--- src/rtl/pio_pkg.sv ---
package pio_pkg;

  // Register selector decoded from the byte address
  typedef enum logic [2:0] {
    SEL_DIR  = 3'd0,
    SEL_LVL  = 3'd1,
    SEL_IEN  = 3'd2,
    SEL_CHG  = 3'd3,
    SEL_MSK  = 3'd4,
    SEL_KIND = 3'd5,
    SEL_NONE = 3'd7
  } pio_sel_e;

  localparam logic [31:0] OFS_DIR  = 32'h00;
  localparam logic [31:0] OFS_LVL  = 32'h04;
  localparam logic [31:0] OFS_IEN  = 32'h08;
  localparam logic [31:0] OFS_CHG  = 32'h0C;
  localparam logic [31:0] OFS_MSK  = 32'h10;
  localparam logic [31:0] OFS_KIND = 32'h14;

  function automatic pio_sel_e pio_decode(input logic [31:0] addr);
    pio_sel_e s;
    case (addr)
      OFS_DIR:  s = SEL_DIR;
      OFS_LVL:  s = SEL_LVL;
      OFS_IEN:  s = SEL_IEN;
      OFS_CHG:  s = SEL_CHG;
      OFS_MSK:  s = SEL_MSK;
      OFS_KIND: s = SEL_KIND;
      default:  s = SEL_NONE;
    endcase
    return s;
  endfunction

endpackage

--- src/rtl/pio_in_sync.sv ---
module pio_in_sync #(
  parameter int LINES  = 32,
  parameter int STAGES = 2
) (
  input  logic             clk,
  input  logic             rst_n,
  input  logic [LINES-1:0] pin_i,
  input  logic [LINES-1:0] dir_i,
  output logic [LINES-1:0] lvl_o,
  output logic [LINES-1:0] edge_o
);

  logic [STAGES-1:0][LINES-1:0] chain_q, chain_d;
  logic [LINES-1:0]             prev_q, prev_d;

  // Next state: shift the chain, remember the last synchronized level
  always_comb begin
    chain_d = {chain_q[STAGES-2:0], pin_i};
    prev_d  = chain_q[STAGES-1];
  end

  always_ff @(posedge clk or negedge rst_n) begin
    if (!rst_n) begin
      chain_q <= '0;
      prev_q  <= '0;
    end else begin
      chain_q <= chain_d;
      prev_q  <= prev_d;
    end
  end

  assign lvl_o  = chain_q[STAGES-1];
  // Both-edge detection, input lines only
  assign edge_o = (chain_q[STAGES-1] ^ prev_q) & ~dir_i;

endmodule

--- src/rtl/pio_regs.sv ---
module pio_regs
  import pio_pkg::*;
#(
  parameter int LINES = 32
) (
  input  logic             clk,
  input  logic             rst_n,
  input  pio_sel_e         sel_i,
  input  logic             we_i,
  input  logic [LINES-1:0] wdata_i,
  output logic [LINES-1:0] dir_o,
  output logic [LINES-1:0] out_o,
  output logic [LINES-1:0] ien_o,
  output logic [LINES-1:0] msk_o,
  output logic [LINES-1:0] kind_o
);

  logic [LINES-1:0] dir_q, out_q, ien_q, msk_q, kind_q;
  logic [LINES-1:0] out_d;
  logic             dir_en, out_en, ien_en, msk_en, kind_en;

  always_comb begin
    dir_en  = we_i && (sel_i == SEL_DIR);
    out_en  = we_i && (sel_i == SEL_LVL);
    ien_en  = we_i && (sel_i == SEL_IEN);
    msk_en  = we_i && (sel_i == SEL_MSK);
    kind_en = we_i && (sel_i == SEL_KIND);
    out_d   = (out_q & ~msk_q) | (wdata_i & msk_q);
  end

  always_ff @(posedge clk or negedge rst_n) begin
    if (!rst_n) begin
      dir_q  <= '0;
      out_q  <= '0;
      ien_q  <= '0;
      msk_q  <= '1;
      kind_q <= '0;
    end else begin
      if (dir_en)  dir_q  <= wdata_i;
      if (out_en)  out_q  <= out_d;
      if (ien_en)  ien_q  <= wdata_i;
      if (msk_en)  msk_q  <= wdata_i;
      if (kind_en) kind_q <= wdata_i;
    end
  end

  assign dir_o  = dir_q;
  assign out_o  = out_q;
  assign ien_o  = ien_q;
  assign msk_o  = msk_q;
  assign kind_o = kind_q;

  // Unmasked output bits keep their value across a data write
  assert_masked_hold_R4: assert property (@(posedge clk) disable iff (!rst_n)
    (we_i && sel_i == SEL_LVL) |=> (((out_q ^ $past(out_q)) & ~$past(msk_q)) == '0));

endmodule

--- src/rtl/pio_chg.sv ---
module pio_chg #(
  parameter int LINES = 32
) (
  input  logic             clk,
  input  logic             rst_n,
  input  logic [LINES-1:0] edge_i,
  input  logic [LINES-1:0] clr_i,
  input  logic [LINES-1:0] ien_i,
  input  logic [LINES-1:0] dir_i,
  output logic [LINES-1:0] chg_o,
  output logic             irq_o
);

  logic [LINES-1:0] chg_q, chg_d;

  // A new edge wins over a clear in the same cycle
  always_comb chg_d = (chg_q & ~clr_i) | edge_i;

  always_ff @(posedge clk or negedge rst_n) begin
    if (!rst_n) chg_q <= '0;
    else        chg_q <= chg_d;
  end

  assign chg_o = chg_q;
  assign irq_o = |(chg_q & ien_i);

  for (genvar i = 0; i < LINES; i++) begin : g_chk
    assert_edge_sets_R5: assert property (@(posedge clk) disable iff (!rst_n)
      edge_i[i] |=> chg_q[i]);
    assert_clear_one_R6: assert property (@(posedge clk) disable iff (!rst_n)
      (clr_i[i] && !edge_i[i]) |=> !chg_q[i]);
    assert_hold_R6: assert property (@(posedge clk) disable iff (!rst_n)
      (chg_q[i] && !clr_i[i]) |=> chg_q[i]);
    assert_edge_beats_clear_R7: assert property (@(posedge clk) disable iff (!rst_n)
      (edge_i[i] && clr_i[i]) |=> chg_q[i]);
    assert_output_quiet_R11: assert property (@(posedge clk) disable iff (!rst_n)
      (dir_i[i] && !chg_q[i]) |=> !chg_q[i]);
  end

endmodule

--- src/rtl/pio_edge_ctrl.sv ---
module pio_edge_ctrl
  import pio_pkg::*;
#(
  parameter int LINES       = 32,
  parameter int ADDR_W      = 8,
  parameter int SYNC_STAGES = 2
) (
  input  logic              clk,
  input  logic              rst_n,
  input  logic [ADDR_W-1:0] bus_addr,
  input  logic              bus_we,
  input  logic [31:0]       bus_wdata,
  output logic [31:0]       bus_rdata,
  input  logic [LINES-1:0]  pin_in,
  output logic [LINES-1:0]  pin_out,
  output logic [LINES-1:0]  pin_oe,
  output logic              irq
);

  pio_sel_e         sel;
  logic [LINES-1:0] wdata_l;
  logic [LINES-1:0] dir, outv, ien, msk, kind;
  logic [LINES-1:0] lvl, edges, chg, clr;
  logic [LINES-1:0] rd_l;

  always_comb begin
    sel     = pio_decode(32'(bus_addr));
    wdata_l = bus_wdata[LINES-1:0];
    clr     = (bus_we && sel == SEL_CHG) ? wdata_l : '0;
  end

  pio_regs #(.LINES(LINES)) u_regs (
    .clk(clk), .rst_n(rst_n), .sel_i(sel), .we_i(bus_we), .wdata_i(wdata_l),
    .dir_o(dir), .out_o(outv), .ien_o(ien), .msk_o(msk), .kind_o(kind)
  );

  pio_in_sync #(.LINES(LINES), .STAGES(SYNC_STAGES)) u_sync (
    .clk(clk), .rst_n(rst_n), .pin_i(pin_in), .dir_i(dir),
    .lvl_o(lvl), .edge_o(edges)
  );

  pio_chg #(.LINES(LINES)) u_chg (
    .clk(clk), .rst_n(rst_n), .edge_i(edges), .clr_i(clr), .ien_i(ien),
    .dir_i(dir), .chg_o(chg), .irq_o(irq)
  );

  // Read mux, upper bits zero-extended
  always_comb begin
    case (sel)
      SEL_DIR:  rd_l = dir;
      SEL_LVL:  rd_l = (dir & outv) | (~dir & lvl);
      SEL_IEN:  rd_l = ien;
      SEL_CHG:  rd_l = chg;
      SEL_MSK:  rd_l = msk;
      SEL_KIND: rd_l = kind;
      default:  rd_l = '0;
    endcase
    bus_rdata = 32'(rd_l);
  end

  assign pin_out = outv;
  assign pin_oe  = dir;

  // Enabling only lines with nothing pending, while no edge arrives, leaves irq low
  assert_quiet_enable_R8: assert property (@(posedge clk) disable iff (!rst_n)
    (bus_we && sel == SEL_IEN && (wdata_l & chg) == '0 && edges == '0) |=> !irq);

endmodule

--- config.mk ---
export PLATFORM = sky130hd
export DESIGN_NAME = pio_edge_ctrl
export DESIGN_NICKNAME = d
export VERILOG_FILES = /design/src/rtl/pio_pkg.sv /design/src/rtl/pio_in_sync.sv /design/src/rtl/pio_regs.sv /design/src/rtl/pio_chg.sv /design/src/rtl/pio_edge_ctrl.sv
export SDC_FILE = /design/constraint.sdc
export NUM_CORES = 1
export LEC_CHECK = 0
export BUFFER_PORTS_ARGS = -buffer_cell sky130_fd_sc_hd__buf_2
export CAP_MARGIN = 25
export CELL_PAD_IN_SITES_DETAIL_PLACEMENT = 1
export CELL_PAD_IN_SITES_GLOBAL_PLACEMENT = 1
export CORE_MARGIN = 2
export CORE_UTILIZATION = 47
export CTS_CLUSTER_DIAMETER = 150
export DETAILED_ROUTE_END_ITERATION = 8
export HOLD_SLACK_MARGIN = 0.03
export PLACE_DENSITY_LB_ADDON = 0.1
export SLEW_MARGIN = 10
export SYNTH_ARGS = -nofsm -noshare
export SYNTH_HDL_FRONTEND = slang
export SYNTH_SLANG_ARGS = --single-unit
export TNS_END_PERCENT = 20
--- constraint.sdc ---
create_clock -name clk -period 3.81 [get_ports clk]
set_clock_uncertainty 0.05 [all_clocks]
set_input_delay 0.1905 -clock clk [delete_from_list [all_inputs] [get_ports clk]]
set_output_delay 0.1905 -clock clk [all_outputs]
set_load 0.01 [all_outputs]
==> summary.txt <==
Placement
  – Place WS: 513.8 ps
  – Port-buffer cells: 171
  – RePlAce Congestion: 0.7777
  – Area after DPL: 0.01405 mm2
  – Hpwl dp: 24350 um

Yosys
  – Number of flops mapped to enable cells by yosys: 0
  – Ranking of synthesized cells by area: dfrtp_1 51%, mux2_2 10%, dfstp_2 6.6%, mux2_1 5.8%, mux2i_1 5.1%
  – Synth Area in Compound Gates: 12.26%
  – Synthesized cell area: 0.01268 mm2
  – Synth Area in XOR/XNOR: 2.211%
  – Syn_area_per_cell: 12.98 um2
  – Synth Instances: 977
  – Distinct cells, synth: 44
  – Most common cell in the netlist: dfrtp_1
  – Asr flop ratio synth: 100.0%
  – Seq/Total Area, Yosys: 57.17%
  – Post-synth net total: 1053
  – Adder and majority gate portion of the synthesized area: 0.09870%
  – Share of the synthesized area in the top cell type: 50.53%
  – Combinational family with the most area after synthesis: multiplexers
  – Synth Flop Type: dfrtp_1
  – Synth top cells by count: 256 x dfrtp_1, 116 x mux2_2, 65 x mux2_1, 64 x mux2i_1, 63 x o22ai_1
  – Synth area leader: dfrtp_1
  – Synth Register Bits: 288
  – Post-synthesis mux area share: 21.13%
  – Yosys warnings: 0
  – Synth Area in Simple Gates: 4.155%

Finish
  – Finished Cell Area: 0.01569 mm2
  – Layout cells sized above 1: 33.31%
  – Area delta synth->final: 23.77%
  – Antenna cell count: 0
  – # nets final: 1294

Floorplanning
  – Die height: 168.2 um
  – Core Region: 0.02673 mm2
  – Initial Utilization: 47.43%
  – Rows: 60
  – Ports: 172
  – Die X: 168.2 um
  – Die area: 0.02830 mm2

CTS
  – Clk Latency, worst-skew pair: 560 ps
  – CTS Hold Buffers Added: 65
  – CTS Buf Count: 31
  – H-tree Lvls: 1
  – CTS root buffer: clkbuf_16
  – CTS tree: yes
  – Post-cts resize count: 0
  – CTS sink cnt: 288
  – CTS clk-pin slew, worst paths: 60 ps
  – Clock buffer depth: 3
  – Post-CTS setup buffer count: 0

Detailed routing
  – Detailed-route DRC error count: 0
  – WL final: 38500 um
  – Starting DRT DRC Count: 518
  – Via count: 9221
  – Via density: 5.821
  – 1st-pass router iterations: 4
  – DRT antenna net count: 0
  – DR WL/cell: 24.30 um

Power
  – Pwr Total: 6.839 mW
  – VDD IR max: 344.7 uV
  – Leakage: 7.415 nW
  – Power density over the cells: 435.9 mW/mm2

Timing
  – RSZ-0062 raised after global routing: no
  – Worst Tran Pin Value: 1061 ps
  – Highest Clock Rate: 300.7 MHz
  – Final critical-path share of the clock period: 87.28%
  – Final Worst Setup Slack: 484.6 ps
  – Final Hold Viols: 0
  – Final Slew Violations: 0
  – Final setup fails: 0
  – Minimum clock period: 3325 ps
  – Slew margin rel.: 29.25%
  – Total Neg Setup Slack: 0 ps

Setup path
  – R2R Setup Slk: 2700 ps
  – CP Capture Type: output port
  – Slowest cell delay on critical path: 690 ps
  – Kind of cell adding the most delay to the critical path: simple AND/OR/NAND/NOR gates
  – WP buf/inv: 3
  – Critical path peak fanout: 13
  – Worst path cell trace: buf_2 -> or4_1 -> nor3_4 -> nand2_1 -> ha_1 -> or3b_2 -> buf_4 -> o22ai_1 -> o21ai_0 -> a21oi_1 -> buf_2
  – Path type of the worst setup path: input pin to output port
  – Critical Path RT: 3570 ps
  – Slowest CP cell: or4_1
  – Crit path launch type: input pin
  – Crit path DAT: 3080 ps
  – Most frequent CP cell: buf_2

Job
  – Max-cap violations: 0

GRT
  – Largest net degree at the start of global routing: 98
  – Remaining global-route overflow: 0
  – Tot GR Track Use: 27.22%
  – First-pass GRT wire length: 59360 um
  – Antenna violations before repair: 0
  – Vias in the first global route: 10060

Status
  – Status: finished, final reports clean

Min path
  – Tightest Hold Check Type: input pin to async pin
[layout make-up]
type                            instances  area, um2
Fill cell                            2684      11040
Sequential cell                       288       7247
Multi-Input combinational cell        597       5092
Timing Repair Buffer                  267       1809
Clock buffer                           50      947.2
Tap cell                              341      426.7
Inverter                               33      123.9
Clock inverter                          8      43.79
[per-layer routing]
| metal | track usage (%) | wire, um | vias to the layer above | share of wire (%) |
|---|---|---|---|---|
| met4 | 7.234 | 817 | 0 | 2.1 |
| li1 | - | - | 4081 | - |
| met1 | 35.95 | 16690 | 4814 | 43 |
| met3 | 3.879 | 1868 | 57 | 4.9 |
| met2 | 47.29 | 19120 | 269 | 50 |
| met5 | 0 | 0 | - | 0 |
[where the power goes]
| group | switching, mW | internal [mW] |
|---|---|---|
| registers | 0.155 | 3.18 |
| logic | 0.305 | 0.291 |
| clock network | 1.22 | 1.69 |
| total | 1.68 | 5.15 |
[cell usage in the layout (no fill, tap or decap), types with 6 or more instances in the layout]
| master | synthesis | layout |
|---|---|---|
| dfrtp_1 | 256 | 256 |
| buf_2 | 17 | 169 |
| mux2_2 | 116 | 116 |
| mux2_1 | 65 | 65 |
| dlygate4sd3_1 | 0 | 65 |
| mux2i_1 | 64 | 64 |
| o22ai_1 | 63 | 63 |
| nand2_1 | 56 | 56 |
| a22oi_1 | 47 | 47 |
| inv_1 | 33 | 33 |
| a21oi_1 | 34 | 33 |
| xnor2_1 | 32 | 32 |
| a21o_1 | 32 | 32 |
| dfstp_2 | 32 | 32 |
| a32o_1 | 31 | 31 |
| clkbuf_16 | 0 | 31 |
| buf_4 | 3 | 28 |
| o21ai_0 | 10 | 10 |
| clkbuf_8 | 0 | 10 |
| clkbuf_1 | 35 | 9 |
| clkinv_2 | 0 | 7 |
| and2_1 | 6 | 6 |
[metrics by stage]
step	util, %	hold WS, ps	std cells
3_5_place_dp	52.57	175.0	1461
3_3_place_gp	52.46	177.9	1460
4_1_cts	58.71	180.8	1584
5_1_grt	58.71	213.3	1584
6_report	58.71	174.4	1584
2_1_floorplan	-	-155.1	977
[path summary, 6_finish.rpt]
check,start,endpoint,cells past startpoint
min reg2reg,u_sync.chain_d[41]$_DFF_PN0_,u_sync.lvl_o[9]$_DFF_PN0_,0
max in group asynchronous,rst_n,u_regs.msk_o[22]$_DFFE_PN1P_,3
min in group clk,pin_in[28],u_sync.chain_d[60]$_DFF_PN0_,2
min,rst_n,u_regs.dir_o[3]$_DFFE_PN0P_,2
max reg2reg,u_regs.msk_o[13]$_DFFE_PN1P_,flop,2
max,bus_addr[7],bus_rdata[8],11
[cell families (layout without fill, tap and decap cells)]
kind of cell / after synthesis / in the layout
flip-flops: 288 / 288
XOR/XNOR: 32 / 32
AO/OA/AOI/OAI: 222 / 222
adder cells (fa/ha/maj): 1 / 1
buffers and inverters: 92 / 358
AND/OR/NAND/NOR: 97 / 97
multiplexers: 245 / 245
(Power assumes the default switching activity.)
